### config.mk
export PLATFORM = sky130hd
export DESIGN_NAME = arx_rx_channel
export DESIGN_NICKNAME = d
export VERILOG_FILES = /design/src/rtl/arx_pkg.sv /design/src/rtl/arx_sampler.sv /design/src/rtl/arx_assembler.sv /design/src/rtl/arx_holding.sv /design/src/rtl/arx_rx_channel.sv
export SDC_FILE = /design/constraint.sdc
export NUM_CORES = 1
export LEC_CHECK = 0
export BUFFER_PORTS_ARGS = -buffer_cell sky130_fd_sc_hd__buf_4
export CORE_MARGIN = 2
export CORE_UTILIZATION = 50
export DETAILED_ROUTE_END_ITERATION = 10
export PLACE_DENSITY = 0.67
export SLEW_MARGIN = 20
export SYNTH_ARGS = -nofsm -noshare
export SYNTH_HDL_FRONTEND = slang
export SYNTH_SLANG_ARGS = --single-unit
export TNS_END_PERCENT = 100
### constraint.sdc
create_clock -name clk -period 3.2 [get_ports clk]
set_input_delay 0.32 -clock clk [delete_from_list [all_inputs] [get_ports clk]]
set_output_delay 0.32 -clock clk [all_outputs]
set_load 0.05 [all_outputs]
### src/rtl/arx_pkg.sv
package arx_pkg;
  localparam int unsigned WORD_BITS = 32;
  localparam int unsigned LBL_B9    = 8;   // index of ARINC bit 9
  localparam int unsigned LBL_B10   = 9;   // index of ARINC bit 10

  // encoded as {line_one, line_zero}
  typedef enum logic [1:0] {
    LV_NULL = 2'b00,
    LV_ZERO = 2'b01,
    LV_ONE  = 2'b10,
    LV_BAD  = 2'b11
  } line_lvl_e;
endpackage

### src/rtl/arx_sampler.sv
module arx_sampler #(
  parameter int unsigned SAMPLES_PER_BIT = 10,
  parameter int unsigned LOW_SPEED_DIV   = 8,
  parameter int unsigned AGREE_SAMPLES   = 3,
  parameter int unsigned GAP_BITS        = 2
) (
  input  logic clk,
  input  logic rst_n,
  input  logic low_speed,
  input  logic line_one,
  input  logic line_zero,
  output logic bit_vld,
  output logic bit_val,
  output logic gap_pulse,
  output logic err_pulse
);
  import arx_pkg::*;

  localparam int unsigned GAP_SAMPLES = GAP_BITS * SAMPLES_PER_BIT;
  localparam int unsigned GW = $clog2(GAP_SAMPLES + 1);
  localparam int unsigned RW = $clog2(AGREE_SAMPLES + 1);
  localparam int unsigned DW = (LOW_SPEED_DIV > 1) ? $clog2(LOW_SPEED_DIV) : 1;

  logic [DW-1:0] div_cnt;
  logic          tick;
  logic [RW-1:0] run_cnt;
  logic          run_val;
  logic [GW-1:0] null_cnt;
  line_lvl_e     lvl;

  assign lvl  = line_lvl_e'({line_one, line_zero});
  assign tick = !low_speed || (div_cnt == DW'(LOW_SPEED_DIV - 1));

  always_ff @(posedge clk or negedge rst_n) begin
    if (!rst_n) begin
      div_cnt <= '0;
    end else if (div_cnt == DW'(LOW_SPEED_DIV - 1)) begin
      div_cnt <= '0;
    end else begin
      div_cnt <= div_cnt + 1'b1;
    end
  end

  always_ff @(posedge clk or negedge rst_n) begin
    if (!rst_n) begin
      run_cnt   <= '0;
      run_val   <= 1'b0;
      null_cnt  <= '0;
      bit_vld   <= 1'b0;
      bit_val   <= 1'b0;
      gap_pulse <= 1'b0;
      err_pulse <= 1'b0;
    end else begin
      bit_vld   <= 1'b0;
      gap_pulse <= 1'b0;
      err_pulse <= 1'b0;
      if (tick) begin
        case (lvl)
          LV_BAD: begin
            err_pulse <= 1'b1;
            run_cnt   <= '0;
            null_cnt  <= '0;
          end
          LV_NULL: begin
            if (run_cnt >= RW'(AGREE_SAMPLES)) begin
              bit_vld <= 1'b1;
              bit_val <= run_val;
            end
            run_cnt <= '0;
            if (null_cnt != GW'(GAP_SAMPLES)) null_cnt <= null_cnt + 1'b1;
            if (null_cnt == GW'(GAP_SAMPLES - 1)) gap_pulse <= 1'b1;
          end
          default: begin
            null_cnt <= '0;
            if (run_cnt != '0 && run_val == (lvl == LV_ONE)) begin
              if (run_cnt != RW'(AGREE_SAMPLES)) run_cnt <= run_cnt + 1'b1;
            end else begin
              run_val <= (lvl == LV_ONE);
              run_cnt <= RW'(1);
            end
          end
        endcase
      end
    end
  end
endmodule

### src/rtl/arx_assembler.sv
module arx_assembler (
  input  logic                          clk,
  input  logic                          rst_n,
  input  logic                          bit_vld,
  input  logic                          bit_val,
  input  logic                          gap_pulse,
  input  logic                          err_pulse,
  input  logic                          match_en,
  input  logic                          match_b9,
  input  logic                          match_b10,
  output logic                          cap_stb,
  output logic [arx_pkg::WORD_BITS-1:0] cap_word
);
  import arx_pkg::*;

  localparam int unsigned CW   = $clog2(WORD_BITS);
  localparam int unsigned LAST = WORD_BITS - 1;

  logic [WORD_BITS-1:0] sr;
  logic [WORD_BITS-1:0] full;
  logic [CW-1:0]        cnt;
  logic                 hunting;
  logic                 label_ok;

  // newest bit enters at the top; after 32 shifts bit 1 sits at index 0
  assign full     = {bit_val, sr[LAST:1]};
  assign label_ok = !match_en ||
                    (full[LBL_B9] == match_b9 && full[LBL_B10] == match_b10);

  always_ff @(posedge clk or negedge rst_n) begin
    if (!rst_n) begin
      sr       <= '0;
      cnt      <= '0;
      hunting  <= 1'b1;
      cap_stb  <= 1'b0;
      cap_word <= '0;
    end else begin
      cap_stb <= 1'b0;
      if (err_pulse) begin
        hunting <= 1'b1;
        cnt     <= '0;
      end else if (gap_pulse) begin
        hunting <= 1'b0;
        cnt     <= '0;
      end else if (bit_vld && !hunting) begin
        sr <= full;
        if (cnt == CW'(LAST)) begin
          cnt     <= '0;
          hunting <= 1'b1;
          if (label_ok) begin
            cap_stb  <= 1'b1;
            cap_word <= {~(^full), full[LAST-1:0]};
          end
        end else begin
          cnt <= cnt + 1'b1;
        end
      end
    end
  end
endmodule

### src/rtl/arx_holding.sv
module arx_holding (
  input  logic                          clk,
  input  logic                          rst_n,
  input  logic                          cap_stb,
  input  logic [arx_pkg::WORD_BITS-1:0] cap_word,
  input  logic                          rd_en,
  input  logic                          rd_sel,
  output logic [15:0]                   rd_data,
  output logic                          ready_n
);
  import arx_pkg::*;

  logic [WORD_BITS-1:0] held;
  logic [1:0]           got;
  logic [1:0]           got_nxt;
  logic                 pend;
  logic [7:0]           lbl_rev;
  logic [15:0]          half1;
  logic [15:0]          half2;

  for (genvar i = 0; i < 8; i++) begin : g_rev
    assign lbl_rev[7-i] = held[i];
  end

  assign half1   = {held[12:8], held[30], held[29], held[31], lbl_rev};
  assign half2   = held[28:13];
  assign rd_data = rd_sel ? half2 : half1;
  assign ready_n = !pend;
  assign got_nxt = got | (rd_sel ? 2'b10 : 2'b01);

  always_ff @(posedge clk or negedge rst_n) begin
    if (!rst_n) begin
      held <= '0;
      got  <= 2'b00;
      pend <= 1'b0;
    end else if (cap_stb) begin
      held <= cap_word;
      got  <= 2'b00;
      pend <= 1'b1;
    end else if (rd_en && pend) begin
      got <= got_nxt;
      if (&got_nxt) pend <= 1'b0;
    end
  end
endmodule

### src/rtl/arx_rx_channel.sv
module arx_rx_channel #(
  parameter int unsigned SAMPLES_PER_BIT = 10,
  parameter int unsigned LOW_SPEED_DIV   = 8,
  parameter int unsigned AGREE_SAMPLES   = 3,
  parameter int unsigned GAP_BITS        = 2
) (
  input  logic        clk,
  input  logic        rst_n,
  input  logic        line_one,
  input  logic        line_zero,
  input  logic        cfg_low_speed,
  input  logic        cfg_match_en,
  input  logic        cfg_match_b9,
  input  logic        cfg_match_b10,
  input  logic        rd_en,
  input  logic        rd_sel,
  output logic [15:0] rd_data,
  output logic        ready_n
);
  import arx_pkg::*;

  logic                 bit_vld;
  logic                 bit_val;
  logic                 gap_pulse;
  logic                 err_pulse;
  logic                 cap_stb;
  logic [WORD_BITS-1:0] cap_word;

  arx_sampler #(
    .SAMPLES_PER_BIT (SAMPLES_PER_BIT),
    .LOW_SPEED_DIV   (LOW_SPEED_DIV),
    .AGREE_SAMPLES   (AGREE_SAMPLES),
    .GAP_BITS        (GAP_BITS)
  ) u_sampler (
    .clk       (clk),
    .rst_n     (rst_n),
    .low_speed (cfg_low_speed),
    .line_one  (line_one),
    .line_zero (line_zero),
    .bit_vld   (bit_vld),
    .bit_val   (bit_val),
    .gap_pulse (gap_pulse),
    .err_pulse (err_pulse)
  );

  arx_assembler u_asm (
    .clk       (clk),
    .rst_n     (rst_n),
    .bit_vld   (bit_vld),
    .bit_val   (bit_val),
    .gap_pulse (gap_pulse),
    .err_pulse (err_pulse),
    .match_en  (cfg_match_en),
    .match_b9  (cfg_match_b9),
    .match_b10 (cfg_match_b10),
    .cap_stb   (cap_stb),
    .cap_word  (cap_word)
  );

  arx_holding u_hold (
    .clk      (clk),
    .rst_n    (rst_n),
    .cap_stb  (cap_stb),
    .cap_word (cap_word),
    .rd_en    (rd_en),
    .rd_sel   (rd_sel),
    .rd_data  (rd_data),
    .ready_n  (ready_n)
  );
endmodule

==> results_dict.tcl <==
set metrics [dict create \
    skew_ns 0.00538 \
    grt_max_degree 80 \
    fin_crit_ns 2.04 \
    seq_area_um2 3000 \
    numCtsBuffers 17 \
    worstSkewPairLatency_ns 0.51 \
    ys.flop_type "dfrtp_1" \
    synth-xor-area-share_pct 5.70 \
    port_buffers 26 \
    num_rows 37 \
    grt_antenna_before_repair 0 \
    cts_tree "done" \
    period_share_pct 63.7 \
    synth_edf_count 0 \
    critPathArrivalTime_ns 2.46 \
    rsz0062_at_grt "false" \
    tightest_slew_ns 0.493 \
    cts.sinks 120 \
    layoutNonFillerInstCount 559 \
    ant_nets 0 \
    chipWidth_um 106 \
    ys_ff_latch 120 \
    first_pass_iters 4 \
    setup_violations 0 \
    nets 433 \
    ctsRootBufferMaster "clkbuf_8" \
    required_ns 3.62 \
    synthSimpleGateAreaFrac_pct 4.38 \
    p_leak_nw 3.15 \
    cap_violations 0 \
    outcome "finished clean" \
    areaGrowthSynthToFinish_pct 19.2 \
    grt-ovfl-total 0 \
    slew_headroom_pct 67.1 \
    syn_area_um2 5230 \
    syn_inst 373 \
    post_cts_buffers 0 \
    cts.htree.levels 4 \
    final_layout_size_suffix_gt1_share_pct 42.6 \
    cts.clk_slew.worst_paths_ns 0.05 \
    slew_viol_final 0 \
    multi_input_area_um2 2110 \
    clock_path_buffers 2 \
    track_usage_pct 16.8 \
    coreArea_um2 10200 \
    drt-wirelength-per-cell_um 15.3 \
    avgViaCountPerCell 5.25 \
    route.detailed.drc 0 \
    drt-initial-drc-count 80 \
    die-area_um2 11300 \
    vias 2932 \
    n_antenna_cell 0 \
    path_class "reg2reg" \
    top_level_ports 27 \
    place_inst 526 \
    fill_cells 820 \
    syn_nets 395 \
    worstSetupEndpointType "flop" \
    grt_pass1_vias 3102 \
    async_reset_ff_share_pct 100 \
    yosysUniqueCellTypes 36 \
    drt_wl_total_um 8560 \
    vdd_drop_max_mv 0.327 \
    hp-class "in2reg" \
    hold-worst-slack_ns 0.0851 \
    synth_top_family_by_area "multiplexers" \
    seq_area_frac_synth_pct 57.5 \
    fp.dieH_um 106 \
    synthAdderAreaFrac_pct 2.87 \
    ys.warnings.count 0 \
    initial_core_util_pct 51.1 \
    fin_tns_setup_ns 0 \
    p_per_area_nw_per_um2 593 \
    synthMuxAreaShare_pct 25.0 \
    finalHoldViolCount 0 \
    finalWeightedCongestion 0.787 \
    fmax_ghz 0.491 \
    dp_hpwl_um 5510 \
    synth_compound_area_share_pct 2.47 \
    crit_fanout 6 \
    crit_path_start_kind "flop" \
    grt_pass1_wl_um 14600 \
    syn_area_per_cell_um2 14.0 \
]
[critical path: stages (launching register included)]
cell and delay [ns]:
dfrtp_1 0.41, ha_1 0.24, and3_1 0.20, ha_1 0.25
or4b_2 0.66, a21oi_1 0.18
[cells in the mapped netlist, drive strengths merged, types with 2 or more instances]
| cell | instances | area [um^2] |
|---|---|---|
| mux2 | 114 | 1290 |
| and3 | 3 | 18.8 |
| clkbuf | 2 | 7.51 |
| inv | 9 | 33.8 |
| nand2b | 2 | 12.5 |
| nand3 | 2 | 10.0 |
| buf | 13 | 67.6 |
| mux2i | 2 | 20.0 |
| nand2 | 10 | 37.5 |
| dfrtp | 119 | 2980 |
| a21oi | 8 | 40.0 |
| nor2 | 12 | 52.6 |
| o21ai | 8 | 40.0 |
| xor2 | 7 | 61.3 |
| nand4 | 2 | 12.5 |
| nor3 | 5 | 25.0 |
| or2 | 2 | 12.5 |
| xnor2 | 27 | 236 |
| a31oi | 4 | 25.0 |
| ha | 12 | 150 |
[cell type report]
type,instances,area share (%)
Timing Repair Buffer,34,4.46
Sequential cell,120,48.2
Tap cell,136,2.73
Inverter,9,0.542
Clock inverter,9,2.73
Clock buffer,22,7.43
Multi-Input combinational cell,229,33.9
[per-layer routing]
| metal | vias up | GRT usage, % | routed length, um |
|---|---|---|---|
| met1 | 1484 | 21.0 | 3960 |
| met3 | 14 | 4.84 | 261 |
| met4 | 0 | 7.89 | 151 |
| met2 | 56 | 27.2 | 4190 |
| met5 | - | 0 | 0 |
| li1 | 1378 | - | - |
[logic make-up after synthesis]
logic type / Yosys count
AO/OA/AOI/OAI: 23
AND/OR/NAND/NOR: 44
XOR/XNOR: 34
buffers and inverters: 24
flip-flops: 120
multiplexers: 116
adder cells (fa/ha/maj): 12
[power by group]
part | internal [mW] | switching, mW
Combinational | 0.0475 | 0.0732
Sequential | 1.53 | 0.0124
Clock | 1.40 | 0.631
Total | 2.98 | 0.717
[through the flow]
step	power, mW	area (um^2)	utilization, %	setup slack [ns]
detailed placement	1.69	5560	54.4	1.21
finish	3.69	6230	60.9	1.16
global route	3.83	6230	60.9	1.10
CTS	3.73	6190	60.5	1.17
floorplan	1.63	5230	-	1.33
global placement	1.68	5560	54.4	1.28
[state kept, by name, summed over array words and instances (netlist names), 2 cells and up]
name                cells
u_asm.cap_word         32
u_asm.sr               31
u_sampler.null_cnt      5
u_asm.cnt               5
u_hold.got              2
u_sampler.div_cnt       3
u_hold.held            32
u_sampler.run_cnt       2
[worst paths after layout]
path,endpoint,slack (ns),depth (start not counted),from
min in group asynchronous,u_hold.held[23],0.30,2,rst_n
worst min register to register,u_asm.hunting,0.42,1,u_sampler.gap_pulse
max in group asynchronous,u_asm.sr[7],2.05,4,rst_n
worst max register to register,u_asm.cnt[2],1.16,5,u_asm.cnt[0]
worst min-delay path,u_hold.got[0],0.09,3,rd_en
worst max-delay path,u_asm.cnt[2],1.16,5,u_asm.cnt[0]
[cells in the final DEF (no fill, tap or decap), drive strengths merged, types with 2 or more instances in the layout]
| master | count |
|---|---|
| a21oi | 8 |
| a31oi | 4 |
| and3 | 3 |
| buf | 33 |
| bufinv | 5 |
| clkbuf | 22 |
| clkinv | 4 |
| dfrtp | 119 |
| ha | 12 |
| inv | 9 |
| mux2 | 114 |
| mux2i | 2 |
| nand2 | 10 |
| nand2b | 2 |
| nand3 | 2 |
| nand4 | 2 |
| nor2 | 12 |
| nor3 | 5 |
| o21ai | 8 |
| or2 | 2 |
| xnor2 | 27 |
| xor2 | 7 |
[timing repair]
item / CTS / global route
hold buffers: 0 / 1
gates resized for setup: 0 / 0
endpoints found under the hold margin: 0 / 30
No activity file was read; power rests on OpenSTA's default activity.
